===== src/rtl/fb_steer.sv =====
module fb_steer #(
  parameter int CW   = 8,
  parameter int SYNC = 2
) (
  input  logic          clk,
  input  logic          rst_n,
  input  logic          pwm_in,
  input  logic          dir_rev,
  input  logic [CW-1:0] dly_rise,
  input  logic [CW-1:0] dly_fall,
  input  logic [3:0]    pol_inv,
  output logic          out_a,
  output logic          out_b,
  output logic          out_c,
  output logic          out_d
);

  logic [SYNC-1:0] sy_q;
  logic            dat_dq;
  logic            dir_q;
  logic            run_q;
  logic [CW-1:0]   cnt_q;
  logic [CW-1:0]   cnt_n;
  logic [3:0]      act_q;
  logic [3:0]      act_n;

  wire dat   = sy_q[SYNC-1];
  wire rise  = dat & ~dat_dq;
  wire fall  = ~dat & dat_dq;
  wire flip  = rise & (dir_rev != dir_q);
  wire dir_n = flip ? dir_rev : dir_q;
  wire run_n = run_q | rise;
  wire go    = dat & (cnt_n == '0);

  always_comb begin
    if (flip)
      cnt_n = dir_rev ? dly_rise : dly_fall;
    else if (fall || cnt_q == '0)
      cnt_n = '0;
    else
      cnt_n = cnt_q - 1'b1;
  end

  assign act_n = {go & dir_n, run_n & dir_n, go & ~dir_n, run_n & ~dir_n};

  always_ff @(posedge clk or negedge rst_n) begin
    if (!rst_n) begin
      sy_q   <= '0;
      dat_dq <= 1'b0;
      dir_q  <= 1'b0;
      run_q  <= 1'b0;
      cnt_q  <= '0;
      act_q  <= '0;
    end else begin
      sy_q   <= {sy_q[SYNC-2:0], pwm_in};
      dat_dq <= dat;
      dir_q  <= dir_n;
      run_q  <= run_n;
      cnt_q  <= cnt_n;
      act_q  <= act_n;
    end
  end

  assign {out_d, out_c, out_b, out_a} = act_q ^ pol_inv;

endmodule


===== config.mk =====
export PLATFORM = sky130hd
export DESIGN_NAME = fb_steer
export DESIGN_NICKNAME = d
export VERILOG_FILES = /design/src/rtl/fb_steer.sv
export SDC_FILE = /design/constraint.sdc
export NUM_CORES = 1
export LEC_CHECK = 0
export ABC_CLOCK_PERIOD_IN_PS = 4700
export BUFFER_PORTS_ARGS = -buffer_cell sky130_fd_sc_hd__buf_2
export CAP_MARGIN = 30
export CORE_MARGIN = 2
export CORE_UTILIZATION = 52
export DETAILED_ROUTE_END_ITERATION = 16
export PLACE_DENSITY = 0.81
export SYNTH_ARGS = -nofsm -noshare
export SYNTH_HDL_FRONTEND = slang
export SYNTH_SLANG_ARGS = --single-unit

===== constraint.sdc =====
create_clock -name clk -period 4.7 [get_ports clk]
set_input_delay 0.47 -clock clk [delete_from_list [all_inputs] [get_ports clk]]
set_output_delay 0.47 -clock clk [all_outputs]
set_load 0.03 [all_outputs]

After elaboration in Yosys (flattened, before gate mapping)
Index checks and enable logic that the tools add are counted.
{ "op_classes": {"add_sub_neg": 1, "n_eq_ne": 1, "mux": 4, "bitwise_logic": 13, "n_reduce_logical": 3} }
{ "op_table": {"columns": ["operator", "n"], "rows": [
  ["8-bit 2-to-1 mux", 3],
  ["8-bit logical NOT", 2],
  ["1-bit bitwise AND", 8],
  ["8-bit by 1-bit subtractor with 8-bit output (second input constant)", 1],
  ["4-bit bitwise XOR", 1],
  ["1-bit NOT", 3],
  ["1-bit logical OR", 1],
  ["1-bit 2-to-1 mux", 1],
  ["1-bit inequality test", 1],
  ["1-bit OR", 1]
]} }
{ "word_totals": {"ff_bits": 17, "input_bits": 24, "elab_cells": 28} }

Logic depth before layout (Yosys ltp)
Gate-level depths: netlist of run 1.
{ "depth": {"depth_word": 8, "depth_mapped": 8} }

Least setup slack after synthesis of run 1
OpenSTA, ideal clock, no wires.
{ "synth_path": {"kind": "input to register", "startpoint": "in dir_rev", "endpoint": "reg act_q[1]", "setup_ns": 0.101, "t_arrival_ns": 1.857, "required_ns": 4.599, "path_slack_ns": 2.742, "path_stages": 7, "path_cell_list": "buf_4 > xnor2_1 > o21ai_1 > a21o_2 > o22ai_1 > or4_4 > nor4_1"} }
{ "synth_between": {"elab_chain_len": 6, "word_cells_on_any_way": 9, "classes_between": "eq/ne (1); mux (3); bitwise (4); reduce/logical (1)"} }
{ "synth_rtl": {"columns": ["item", "line", "text"], "rows": [
  ["from (decl)", "8", "input logic dir_rev,"],
  ["1-bit inequality test", "30", "wire flip = rise & (dir_rev != dir_q);"],
  ["1-bit bitwise AND", "30", null],
  ["8-bit 2-to-1 mux *", "36", "if (flip)"],
  ["net cnt_n[1]", "23", "logic [CW-1:0] cnt_n;"],
  ["8-bit logical NOT *", "33", "wire go = dat & (cnt_n == '0);"],
  ["1-bit bitwise AND *", "33", null],
  ["1-bit bitwise AND *", "44", "assign act_n = {go & dir_n, run_n & dir_n, go & ~dir_n, run_n & ~dir_n};"],
  ["net act_n[1]", "25", "logic [3:0] act_n;"],
  ["to (signal assigned)", "60", "act_q <= act_n;"],
  ["to (decl)", "24", "logic [3:0] act_q;"]
]} }
The timed path passes the listed nets; every way through them passes the cells marked *.

Worst setup path in the final report of run 1
{ "layout_path": {"startpoint": "reg cnt_q[0]", "endpoint": "reg act_q[3]"} }
{ "layout_between": {"elab_chain_len": 7, "word_cells_on_any_way": 8, "classes_between": "add/sub (1); mux (2); bitwise (2); reduce/logical (3)"} }
{ "layout_rtl": {"columns": ["item", "line", "text"], "rows": [
  ["from (decl)", "22", "logic [CW-1:0] cnt_q;"],
  ["from (signal assigned)", "59", "cnt_q <= cnt_n;"],
  ["branches (longest 2 deep; another with 8-bit by 1-bit subtractor with 8-bit output)", null, null],
  ["8-bit 2-to-1 mux *", "38", "else if (fall || cnt_q == '0)"],
  ["8-bit 2-to-1 mux *", "36", null],
  ["net cnt_n[1]", "23", null],
  ["8-bit logical NOT *", "33", null],
  ["1-bit bitwise AND *", "33", null],
  ["1-bit bitwise AND *", "44", null],
  ["net act_n[3]", "25", null]
]} }
Mark *: on every way through the listed nets, which the timed path passes.

==> flow_metrics.env, run 1 <==
export IMPL_cp_required_ns=4.87
export IMPL_cts_buffers_inserted=3
export IMPL_post_cts_setup_buffers=0
export IMPL_rsz0062_at_grt="no"
export IMPL_die_h_um=45.48
export IMPL_die_w_um=45.48
export IMPL_maxCapViolations=0
export IMPL_pin_count=28
export IMPL_fin_skew_ns=0.005408
export IMPL_postRouteAntennaNets=0
export IMPL_hold_class="in2async"
export IMPL_wl_per_cell_um=15.35
export IMPL_worstMarginPinSlew_ns=0.5305
export IMPL_cts_hold_buffers=0
export IMPL_synth_edf_count=0
export IMPL_drtPass1Iterations=4
export IMPL_initial_core_util_pct=57.38
export IMPL_finalSetupViolations=0
export IMPL_yosys_most_used_dff="dfrtp_1"
export IMPL_ys_seq_area_share_pct=47.55
export IMPL_met2_usage_pct=39.15
export IMPL_slew_headroom_pct=64.56
export IMPL_crit_type="reg2reg"
export IMPL_synthCells=84
export IMPL_cp_cell_sequence="inv_1, ha_1, nor3b_1, a21o_2, o22ai_1, or4_4, nor4_1"
export IMPL_use_met3_pct=3.175
export IMPL_leakagePower_uw=0.0005010
export IMPL_vdd_drop_max_mv=0.3154
export IMPL_crit_path_top_delay_cell="or4_4"
export IMPL_p_sw_share_pct=40.00
export IMPL_grt_pass1_vias=771
export IMPL_cts_root_buf="clkbuf_4"
export IMPL_drt_initial_drc_count=14
export IMPL_internal_power_uw=324.7
export IMPL_synth_most_common_cell="dfrtp_1"
export IMPL_async_flop_share_pct=100.0
export IMPL_htree_levels=1
export IMPL_portBuffers=27
export IMPL_synth_nets=110
export IMPL_cp_max_fo=8
export IMPL_synthDistinctLibCells=27
export IMPL_yosys_warnings=0
export IMPL_hpwl_um=1574
export IMPL_insertedDiodeCount=0
export IMPL_tritoncts="done"
export IMPL_critPathMaxStageDelay_ns=0.55
export IMPL_grt_antenna_before_repair=0
export IMPL_cts_repair_resized=0
export IMPL_clk_latency_ns=0.28
export IMPL_ys_ff_latch=17
export IMPL_postSynthAreaPerCell_um2=10.65
export IMPL_final_nets=141
export IMPL_arrival_ns=2.40
export IMPL_fmax_mhz=449.2
export IMPL_yosys_top_cells_count="17 x dfrtp_1, 8 x o22ai_1, 7 x xor2_1"
export IMPL_dr_total_vias=763
export IMPL_gr_total_overflow=0
export IMPL_std_cell_rows=14
export IMPL_switchingPower_uw=216.4
export IMPL_use_met1_pct=28.79
export IMPL_pwr_share_seq_pct=42.1
export IMPL_cts_buffer_depth=2
export IMPL_area_growth_pct=19.44
export IMPL_fp_coreArea_mm2=0.001559
export IMPL_wl_um=1995
export IMPL_outcome="complete, no violations"
export IMPL_synth_top_cell_area_share_pct=47.55
export IMPL_cts_sinks=17
export IMPL_yosysTopAreaCell="dfrtp_1"
export IMPL_track_usage_pct=23.31
export IMPL_clkPwrFrac_pct=14.3
export IMPL_synth_area_um2=894.6
export IMPL_top_usage_layer="met2"
export IMPL_period_minus_slack_ns=2.226
export IMPL_drc=0
export IMPL_viasPerCell=5.869
export IMPL_period_share_pct=47.37
export IMPL_grt_pass1_wl_um=3346
export IMPL_p_comb_share_pct=43.6
export IMPL_clk_pin_slew_ns=0.10
export IMPL_endpoint_kind="register"
export IMPL_grt_max_degree=18
export IMPL_final_setup_tns_ns=0
export IMPL_slew_violations=0
export IMPL_fillers=118
export IMPL_dieArea_mm2=0.002068
export IMPL_holdWs_ns=0.08895
export IMPL_synth_area_leaders="dfrtp_1 48%, xor2_1 6.9%, o22ai_1 5.6%, a22oi_1 5.0%, mux2i_1 4.5%"
export IMPL_p_per_area_mw_per_mm2=506.4
export IMPL_drive_above_1_share_pct=30.70
export IMPL_place_gp_congestion=0.9214
export IMPL_startpoint_type="register"
export IMPL_finalHoldViolCount=0
placed cells by master, fill, tap and decap left out, types with 2 or more instances in the layout:
cell type,synthesis,routed
xnor2_1,3,3
nor3b_1,2,2
inv_1,4,4
nor2b_1,3,3
dfrtp_1,17,17
xor2_1,7,7
a22oi_1,6,6
nand2_1,4,4
nor4_1,2,2
buf_2,0,27
ha_1,2,2
o22ai_1,8,8
mux2i_1,4,4
o21ai_1,2,2
clkbuf_4,0,3
nor2_1,6,6
nor3_1,2,2
final timing paths:
check / to / startpoint / slack [ns] / cells past startpoint
hold / removal: cnt_q[3] / rst_n / 0.09 / 1
max in group asynchronous: act_q[0] / rst_n / 4.33 / 1
setup / recovery: act_q[3] / cnt_q[0] / 2.47 / 7
min in group clk: sy_q[0] / pwm_in / 0.29 / 1
setup reg to reg: act_q[3] / cnt_q[0] / 2.47 / 7
hold reg to reg: sy_q[1] / sy_q[0] / 0.37 / 0
cell families after synthesis:
family	count (synthesis)	synth area share (%)
XOR/XNOR	10	9.791
AND/OR/NAND/NOR	25	17.20
flip-flops	17	47.55
buffers and inverters	5	2.517
adder cells (fa/ha/maj)	2	2.797
AO/OA/AOI/OAI	21	15.66
multiplexers	4	4.476
state kept, by name, indices dropped and copies added, names as in the netlist:
register,flops
dat_dq,1
act_q,4
sy_q,2
run_q,1
dir_q,1
cnt_q,8
metal layers:
| metal | vias up | share of wire, % |
|---|---|---|
| met1 | 376 | 42 |
| met2 | 18 | 53 |
| met3 | 4 | 3.4 |
| li1 | 365 | - |
| met5 | - | 0 |
| met4 | 0 | 1.5 |
cell type report:
type | instances | area, um^2 | share of cell area (%)
clock buffers | 4 | 26.28 | 2.459
multi-input cells | 62 | 446.7 | 41.80
well taps | 16 | 20.02 | 1.874
flip-flops and latches | 17 | 425.4 | 39.81
repair buffers | 27 | 135.1 | 12.65
inverters | 4 | 15.01 | 1.405
power by group through the flow:
| stage | registers, uW | clock network (uW) | logic [uW] |
|---|---|---|---|
| after floorplan | 221 | 0 | 181 |
| after global placement | 228 | 0 | 232 |
| after detailed placement | 230 | 0 | 235 |
| after CTS | 227 | 80.9 | 236 |
| after global routing | 232 | 84.4 | 263 |
| final | 228 | 77.1 | 236 |
metrics by stage:
step / area [um^2] / power (uW) / cells / utilization, % / setup WS [ns]
3_3_place_gp: 1042 / 459.8 / 126 / 66.85 / 2.632
3_5_place_dp: 1042 / 465.4 / 126 / 66.85 / 2.514
5_1_grt: 1069 / 579.3 / 130 / 68.54 / 2.332
6_report: 1069 / 541.1 / 130 / 68.54 / 2.474
2_1_floorplan: 894.6 / 402.4 / 84 / - / 2.742
4_1_cts: 1069 / 544.3 / 130 / 68.54 / 2.495
worst max-delay path: cells and delay by family, from the launching register on:
kind                     cells  cell delay (ns)
buffers and inverters        1             0.10
adder cells (fa/ha/maj)      1             0.17
flip-flops                   1             0.44
AO/OA/AOI/OAI                2             0.36
AND/OR/NAND/NOR              3             1.06
No activity file was read; power rests on OpenSTA's default activity.
==> inputs of run 2 (changes only) <==
==> config.mk (replaced) <==
export PLATFORM = sky130hd
export DESIGN_NAME = fb_steer
export DESIGN_NICKNAME = d
export VERILOG_FILES = /design/src/rtl/fb_steer.sv
export SDC_FILE = /design/constraint.sdc
export NUM_CORES = 1
export LEC_CHECK = 0
export ABC_CLOCK_PERIOD_IN_PS = 1900
export BUFFER_PORTS_ARGS = -buffer_cell sky130_fd_sc_hd__buf_2
export CAP_MARGIN = 30
export CORE_MARGIN = 2
export CORE_UTILIZATION = 44
export DETAILED_ROUTE_END_ITERATION = 16
export PLACE_DENSITY = 0.73
export SYNTH_ARGS = -nofsm -noshare
export SYNTH_HDL_FRONTEND = slang
export SYNTH_SLANG_ARGS = --single-unit
==> constraint.sdc (replaced) <==
create_clock -name clk -period 1.9 [get_ports clk]
set_input_delay 0.19 -clock clk [delete_from_list [all_inputs] [get_ports clk]]
set_output_delay 0.19 -clock clk [all_outputs]
set_load 0.03 [all_outputs]
==> run 2 against run 1 <==
Global-route usage shrank 2.8 points. Fmax grew 14%. The flow now finishes with violations (setup timing). Design area grew 23%. Via count grew 10%. Non-clock buffer count grew 22. Sequential power grew 140%. Worst hold slack gained 0.15 ns. Utilization shrank 0.76 points. Largest cell class unchanged. First-iteration DRC count grew 93%. Power grew to 3.2 times the previous value. Clock skew shrank 0.0038 ns. Critical path depth shrank 2.
==> flow_metrics.env, run 2 (same netlist as run 1, synthesis figures left out) <==
export IMPL_outcome="complete, but fails checks"
export IMPL_violations="setup timing"
export IMPL_htree_levels=1
export IMPL_crit_top_cell="nor4_4"
export IMPL_largest_register_ff_count=8
export IMPL_initial_core_util_pct=46.07
export IMPL_cp_cell_sequence="nor4_4, a21o_2, o22ai_1, or4_4, nor4_4"
export IMPL_std_cell_rows=16
export IMPL_grt_pass1_vias=850
export IMPL_power_uw=1712
export IMPL_fmax_mhz=511.4
export IMPL_drc=0
export IMPL_grt_max_degree=18
export IMPL_pwr_share_seq_pct=31.4
export IMPL_fin_cells=163
export IMPL_reg2regPathDepth=5
export IMPL_cts_sinks=17
export IMPL_dp_cells=151
export IMPL_postLayoutCoreUtil_pct=67.78
export IMPL_drive_above_1_share_pct=46.32
export IMPL_regMostFlops="cnt_q"
export IMPL_routed_wl_met3_um=99
export IMPL_finalHoldViolCount=0
export IMPL_pin_count=28
export IMPL_reg_top3="cnt_q x8, act_q x4, sy_q x2"
export IMPL_fin_skew_ns=0.001596
export IMPL_pre_cts_ws_ns=-0.1479
export IMPL_cts_root_buf="clkbuf_4"
export IMPL_viasPerCell=5.153
export IMPL_fillers=143
export IMPL_cp_required_ns=2.10
export IMPL_layout_commonest_cell="buf_2"
export IMPL_wl_um=2250
export IMPL_fp_coreArea_mm2=0.001942
export IMPL_grt_antenna_before_repair=0
export IMPL_dieArea_mm2=0.002410
export IMPL_clkPwrFrac_pct=10.9
export IMPL_holdWs_ns=0.2396
export IMPL_slew_violations=0
export IMPL_r2r_end="act_q[3]"
export IMPL_fin_ws_ns=-0.05551
export IMPL_startpoint_type="register"
export IMPL_postRouteAntennaNets=0
export IMPL_leakagePower_uw=0.0006207
export IMPL_gr_total_overflow=0
export IMPL_place_gp_congestion=0.7932
export IMPL_die_w_um=49.09
export IMPL_maxCapViolations=0
export IMPL_cts_buffers_inserted=3
export IMPL_p_comb_share_pct=57.7
export IMPL_p_per_area_mw_per_mm2=1301
export IMPL_cp_max_fo=6
export IMPL_insertedDiodeCount=0
export IMPL_endpoint_kind="register"
export IMPL_final_cell_mix="27 x buf_2, 17 x dfrtp_1, 17 x buf_4"
export IMPL_switchingPower_uw=662.6
export IMPL_critPathMaxStageDelay_ns=0.59
export IMPL_period_minus_slack_ns=1.956
export IMPL_area_growth_pct=47.13
export IMPL_drt_initial_drc_count=27
export IMPL_drtPass1Iterations=4
export IMPL_crit_type="reg2reg"
export IMPL_crit_path_top_delay_cell="or4_4"
export IMPL_slew_headroom_pct=62.81
export IMPL_cts_buffer_depth=2
export IMPL_portBuffers=27
export IMPL_worstHoldEndpoint="cnt_q[3]"
export IMPL_vdd_drop_max_mv=0.8389
export IMPL_hold_path_depth=3
export IMPL_dr_total_vias=840
export IMPL_arrival_ns=2.16
export IMPL_clk_pin_slew_ns=0.09
export IMPL_period_share_pct=102.9
export IMPL_clk_latency_ns=0.29
export IMPL_p_sw_share_pct=38.70
export IMPL_final_nets=163
export IMPL_hold_class="in2reg"
export IMPL_wl_per_cell_um=13.80
export IMPL_reg2reg_from="cnt_q[4]"
export IMPL_wl_met2_um=1178
export IMPL_wl_met1_um=904
export IMPL_worst_r2r_setup_slack_ns=-0.06
export IMPL_highest_layer="met4"
export IMPL_hpwl_um=1631
export IMPL_tritoncts="done"
export IMPL_min_from="dly_fall[3]"
export IMPL_grt_pass1_wl_um=3719
export IMPL_finalSetupViolations=2
export IMPL_internal_power_uw=1049
export IMPL_die_h_um=49.09
export IMPL_worstMarginPinSlew_ns=0.5579
export IMPL_rsz0062_at_grt="yes"
export IMPL_track_usage_pct=20.49
## run 2: cell types whose count changed in the layout (fill, tap and decap cells not counted), sizes merged
| cell | delta |
|---|---|
| dlygate4sd3 | +2 |
| buf | +20 |
## run 2: what timing repair did
| item | in CTS | in global routing |
|---|---|---|
| setup buffers | 5 | 2 |
| endpoints found under the hold margin | 17 | 1 |
| endpoints found under the setup margin | 2 | 3 |
| pin swaps | 6 | 3 |
| hold buffers | 1 | 1 |
| resized for setup | 6 | 8 |
## run 2: routing by layer
metal  track usage, %  vias to the layer above
met5                0                        -
met4            8.571                        0
met3            3.681                        8
met2            34.46                       26
met1            25.75                      397
li1                 -                      409
## run 2: metrics by stage
| stage | setup TNS [ns] | cell area (um^2) |
|---|---|---|
| final | -0.1088 | 1316 |
| after global routing | -0.3587 | 1316 |
| after CTS | -0.2300 | 1260 |
| after detailed placement | -0.2309 | 1161 |
| after global placement | -0.08864 | 1161 |
| after floorplan | 0 | 894.6 |
## run 2: how the worst max path moves through the flow
stage	from	endpoint	slack, ns
2_1_floorplan	cnt_q[0]	act_q[1]	0.0004
3_3_place_gp	cnt_q[4]	act_q[1]	-0.05
3_5_place_dp	cnt_q[1]	act_q[3]	-0.15
4_1_cts	cnt_q[2]	act_q[3]	-0.12
5_1_grt	cnt_q[4]	act_q[1]	-0.13
6_report	cnt_q[4]	act_q[3]	-0.06
## run 2: cell type report
class	count	area, um^2	share of cell area, %
sequential	17	425.4	32.32
inverter	4	15.01	1.141
multi-input combinational	62	499.2	37.93
tap	27	33.78	2.567
clock buffer	4	26.28	1.996
timing repair buffer	49	316.6	24.05
## run 2: worst max-delay path: cells and delay by family (launching register included)
| family | cells | cell delay (ns) |
|---|---|---|
| and+or+nand+nor | 3 | 1.08 |
| AOI/OAI and AO/OA | 2 | 0.35 |
| DFF | 1 | 0.44 |
## run 2: power by group through the flow
stage	Combinational, uW	Sequential [uW]	Clock (uW)
floorplan	448	547	0
global placement	746	531	0
detailed placement	764	537	0
CTS	877	530	187
global route	1080	549	204
finish	987	538	187
==> inputs of run 3 (changes only) <==
==> config.mk (replaced) <==
export PLATFORM = sky130hd
export DESIGN_NAME = fb_steer
export DESIGN_NICKNAME = d
export VERILOG_FILES = /design/src/rtl/fb_steer.sv
export SDC_FILE = /design/constraint.sdc
export NUM_CORES = 1
export LEC_CHECK = 0
export ABC_CLOCK_PERIOD_IN_PS = 1900
export CAP_MARGIN = 30
export CORE_MARGIN = 2
export CORE_UTILIZATION = 54
export DETAILED_ROUTE_END_ITERATION = 16
export DONT_BUFFER_PORTS = 1
export PLACE_DENSITY = 0.72
export SLEW_MARGIN = 30
export SYNTH_ARGS = -nofsm -noshare
export SYNTH_HDL_FRONTEND = slang
export SYNTH_SLANG_ARGS = --single-unit
==> run 3 against run 2 <==
The flow still finishes with violations (setup timing). Highest routed layer unchanged. Critical endpoint unchanged. Register-to-register slack lost 0.04 ns. Fmax is 1.9% lower. Power shrank 3.0%. Utilization grew 8.6 points. Critical path type unchanged. Final cell count fell by 23%. Non-clock buffer count decreased by 27. Clock skew up 0.0045 ns. Via count decreased by 10%.
==> flow_metrics.env, run 3 (same netlist as run 1, synthesis figures left out) <==
export IMPL_outcome="complete, but fails checks"
export IMPL_violations="setup timing"
export IMPL_wl_per_cell_um=16.61
export IMPL_cts_root_buf="clkbuf_4"
export IMPL_vdd_drop_max_mv=0.9224
export IMPL_finalHoldViolCount=0
export IMPL_final_nets=136
export IMPL_rsz0062_at_grt="yes"
export IMPL_pre_cts_ws_ns=-0.2632
export IMPL_std_cell_rows=14
export IMPL_fp_coreArea_mm2=0.001524
export IMPL_endpoint_kind="register"
export IMPL_startpoint_type="register"
export IMPL_die_w_um=44.70
export IMPL_finalSetupViolations=2
export IMPL_postLayoutCoreUtil_pct=76.35
export IMPL_clk_pin_slew_ns=0.10
export IMPL_largest_register_ff_count=8
export IMPL_top_usage_layer="met2"
export IMPL_met2_usage_pct=42.90
export IMPL_fin_skew_ns=0.006093
export IMPL_insertedDiodeCount=0
export IMPL_cp_cell_sequence="nor4_4, nand2_1, mux2i_1, o22ai_1, or4_4, nor4_2"
export IMPL_htree_levels=1
export IMPL_dieArea_mm2=0.001998
export IMPL_arrival_ns=2.19
export IMPL_dp_cells=115
export IMPL_clk_latency_ns=0.29
export IMPL_worstMarginPinSlew_ns=0.7415
export IMPL_crit_type="reg2reg"
export IMPL_place_gp_congestion=0.9046
export IMPL_critPathMaxStageDelay_ns=0.58
export IMPL_cts_buffer_depth=2
export IMPL_gr_total_overflow=0
export IMPL_design_area_mm2=0.001164
export IMPL_slew_headroom_pct=50.41
export IMPL_p_per_area_mw_per_mm2=1428
export IMPL_slew_violations=0
export IMPL_path_buf_inv=0
export IMPL_fin_ws_ns=-0.09257
export IMPL_cts_buffers_inserted=3
export IMPL_period_share_pct=104.9
export IMPL_die_h_um=44.70
export IMPL_hpwl_um=1524
export IMPL_crit_path_top_delay_cell="or4_4"
export IMPL_post_dp_cell_area_mm2=0.001027
export IMPL_final_cell_mix="20 x buf_4, 17 x dfrtp_1, 8 x o22ai_1"
export IMPL_grt_pass1_vias=788
export IMPL_fillers=112
export IMPL_fmax_mhz=501.9
export IMPL_layout_commonest_cell="buf_4"
export IMPL_grt_pass1_wl_um=3560
export IMPL_viasPerCell=6.040
export IMPL_hold_class="in2reg"
export IMPL_drive_above_1_share_pct=33.03
export IMPL_cts_sinks=17
export IMPL_drc=0
export IMPL_initial_core_util_pct=58.70
export IMPL_postRouteAntennaNets=0
export IMPL_use_met1_pct=30.42
export IMPL_cp_top_family="simple AND/OR/NAND/NOR gates"
export IMPL_maxCapViolations=0
export IMPL_drtPass1Iterations=4
export IMPL_leakagePower_uw=0.0005128
export IMPL_wl_um=2076
export IMPL_grt_max_degree=18
export IMPL_cp_required_ns=2.10
export IMPL_fin_cells=125
export IMPL_portBuffers=0
export IMPL_regMostFlops="cnt_q"
export IMPL_period_minus_slack_ns=1.993
export IMPL_pin_count=28
export IMPL_drt_initial_drc_count=21
export IMPL_area_growth_pct=30.07
export IMPL_tritoncts="done"
export IMPL_reg_top3="cnt_q x8, act_q x4, sy_q x2"
export IMPL_track_usage_pct=25.15
export IMPL_use_met3_pct=4.400
export IMPL_cp_max_fo=3
export IMPL_dr_total_vias=755
export IMPL_grt_antenna_before_repair=0
run 3: cell count changes in the layout (fill, tap and decap cells not counted), moves of 2 or more:
cell	before	now
buf_6	3	0
buf_4	17	20
inv_1	2	4
inv_2	2	0
buf_2	27	0
run 3: area by class of cell:
class / count / area [um^2] / area share, %
flip-flops and latches: 17 / 425.4 / 36.56
clock buffers: 3 / 22.52 / 1.935
multi-input cells: 62 / 505.5 / 43.44
clock inverters: 1 / 5.005 / 0.4301
well taps: 16 / 20.02 / 1.720
inverters: 4 / 15.01 / 1.290
repair buffers: 22 / 170.2 / 14.62
run 3: path summary, 6_finish.rpt:
path                            slack [ns]  endpoint         from  depth (start not counted)
worst min register to register        0.36   sy_q[1]      sy_q[0]                          0
max in group asynchronous             1.04  act_q[1]        rst_n                          1
worst min-delay path                  0.15  cnt_q[2]  dly_fall[2]                          2
worst max register to register       -0.09  act_q[3]     cnt_q[4]                          6
worst max-delay path                 -0.09  act_q[3]     cnt_q[4]                          6
min in group asynchronous             0.39  cnt_q[2]        rst_n                          1
run 3: metrics by stage:
step / total power [uW] / TNS (ns) / hold WS, ns
3_5_place_dp: 1261 / -0.4714 / -0.1054
3_3_place_gp: 1242 / -0.2467 / -0.1053
5_1_grt: 1784 / -0.3379 / 0.1837
4_1_cts: 1610 / -0.06962 / 0.1512
6_report: 1661 / -0.1648 / 0.1521
2_1_floorplan: 995.3 / 0 / -0.1056
run 3: repair_timing:
action                                  CTS  global route
hold endpoints to repair                 18             0
endpoints found under the setup margin    2             2
gates resized for setup                  10             1
pin swaps                                 6             1
hold buffers                              2             0
setup buffers                             3             1
run 3: power breakdown:
group / switching, uW / total (uW) / internal, uW / leakage, uW
Sequential: 95.7 / 549 / 453 / 0.000208
Clock: 117 / 195 / 78.3 / 0.0000177
Combinational: 449 / 918 / 468 / 0.000287
Total: 662 / 1660 / 1000 / 0.000513
run 3: per-layer routing:
layer / up-vias / routed length [um] / share of wire (%)
met4: 0 / 55 / 2.6
li1: 355 / - / -
met3: 8 / 83 / 4.0
met2: 26 / 1083 / 52
met1: 366 / 853 / 41
met5: - / 0 / 0
run 3: worst register-to-register path, delay by kind of cell, from the launching register on:
family             cells  cell delay, ns
muxes                  1            0.16
AOI/OAI and AO/OA      1            0.11
and+or+nand+nor        4            1.20
DFF                    1            0.43
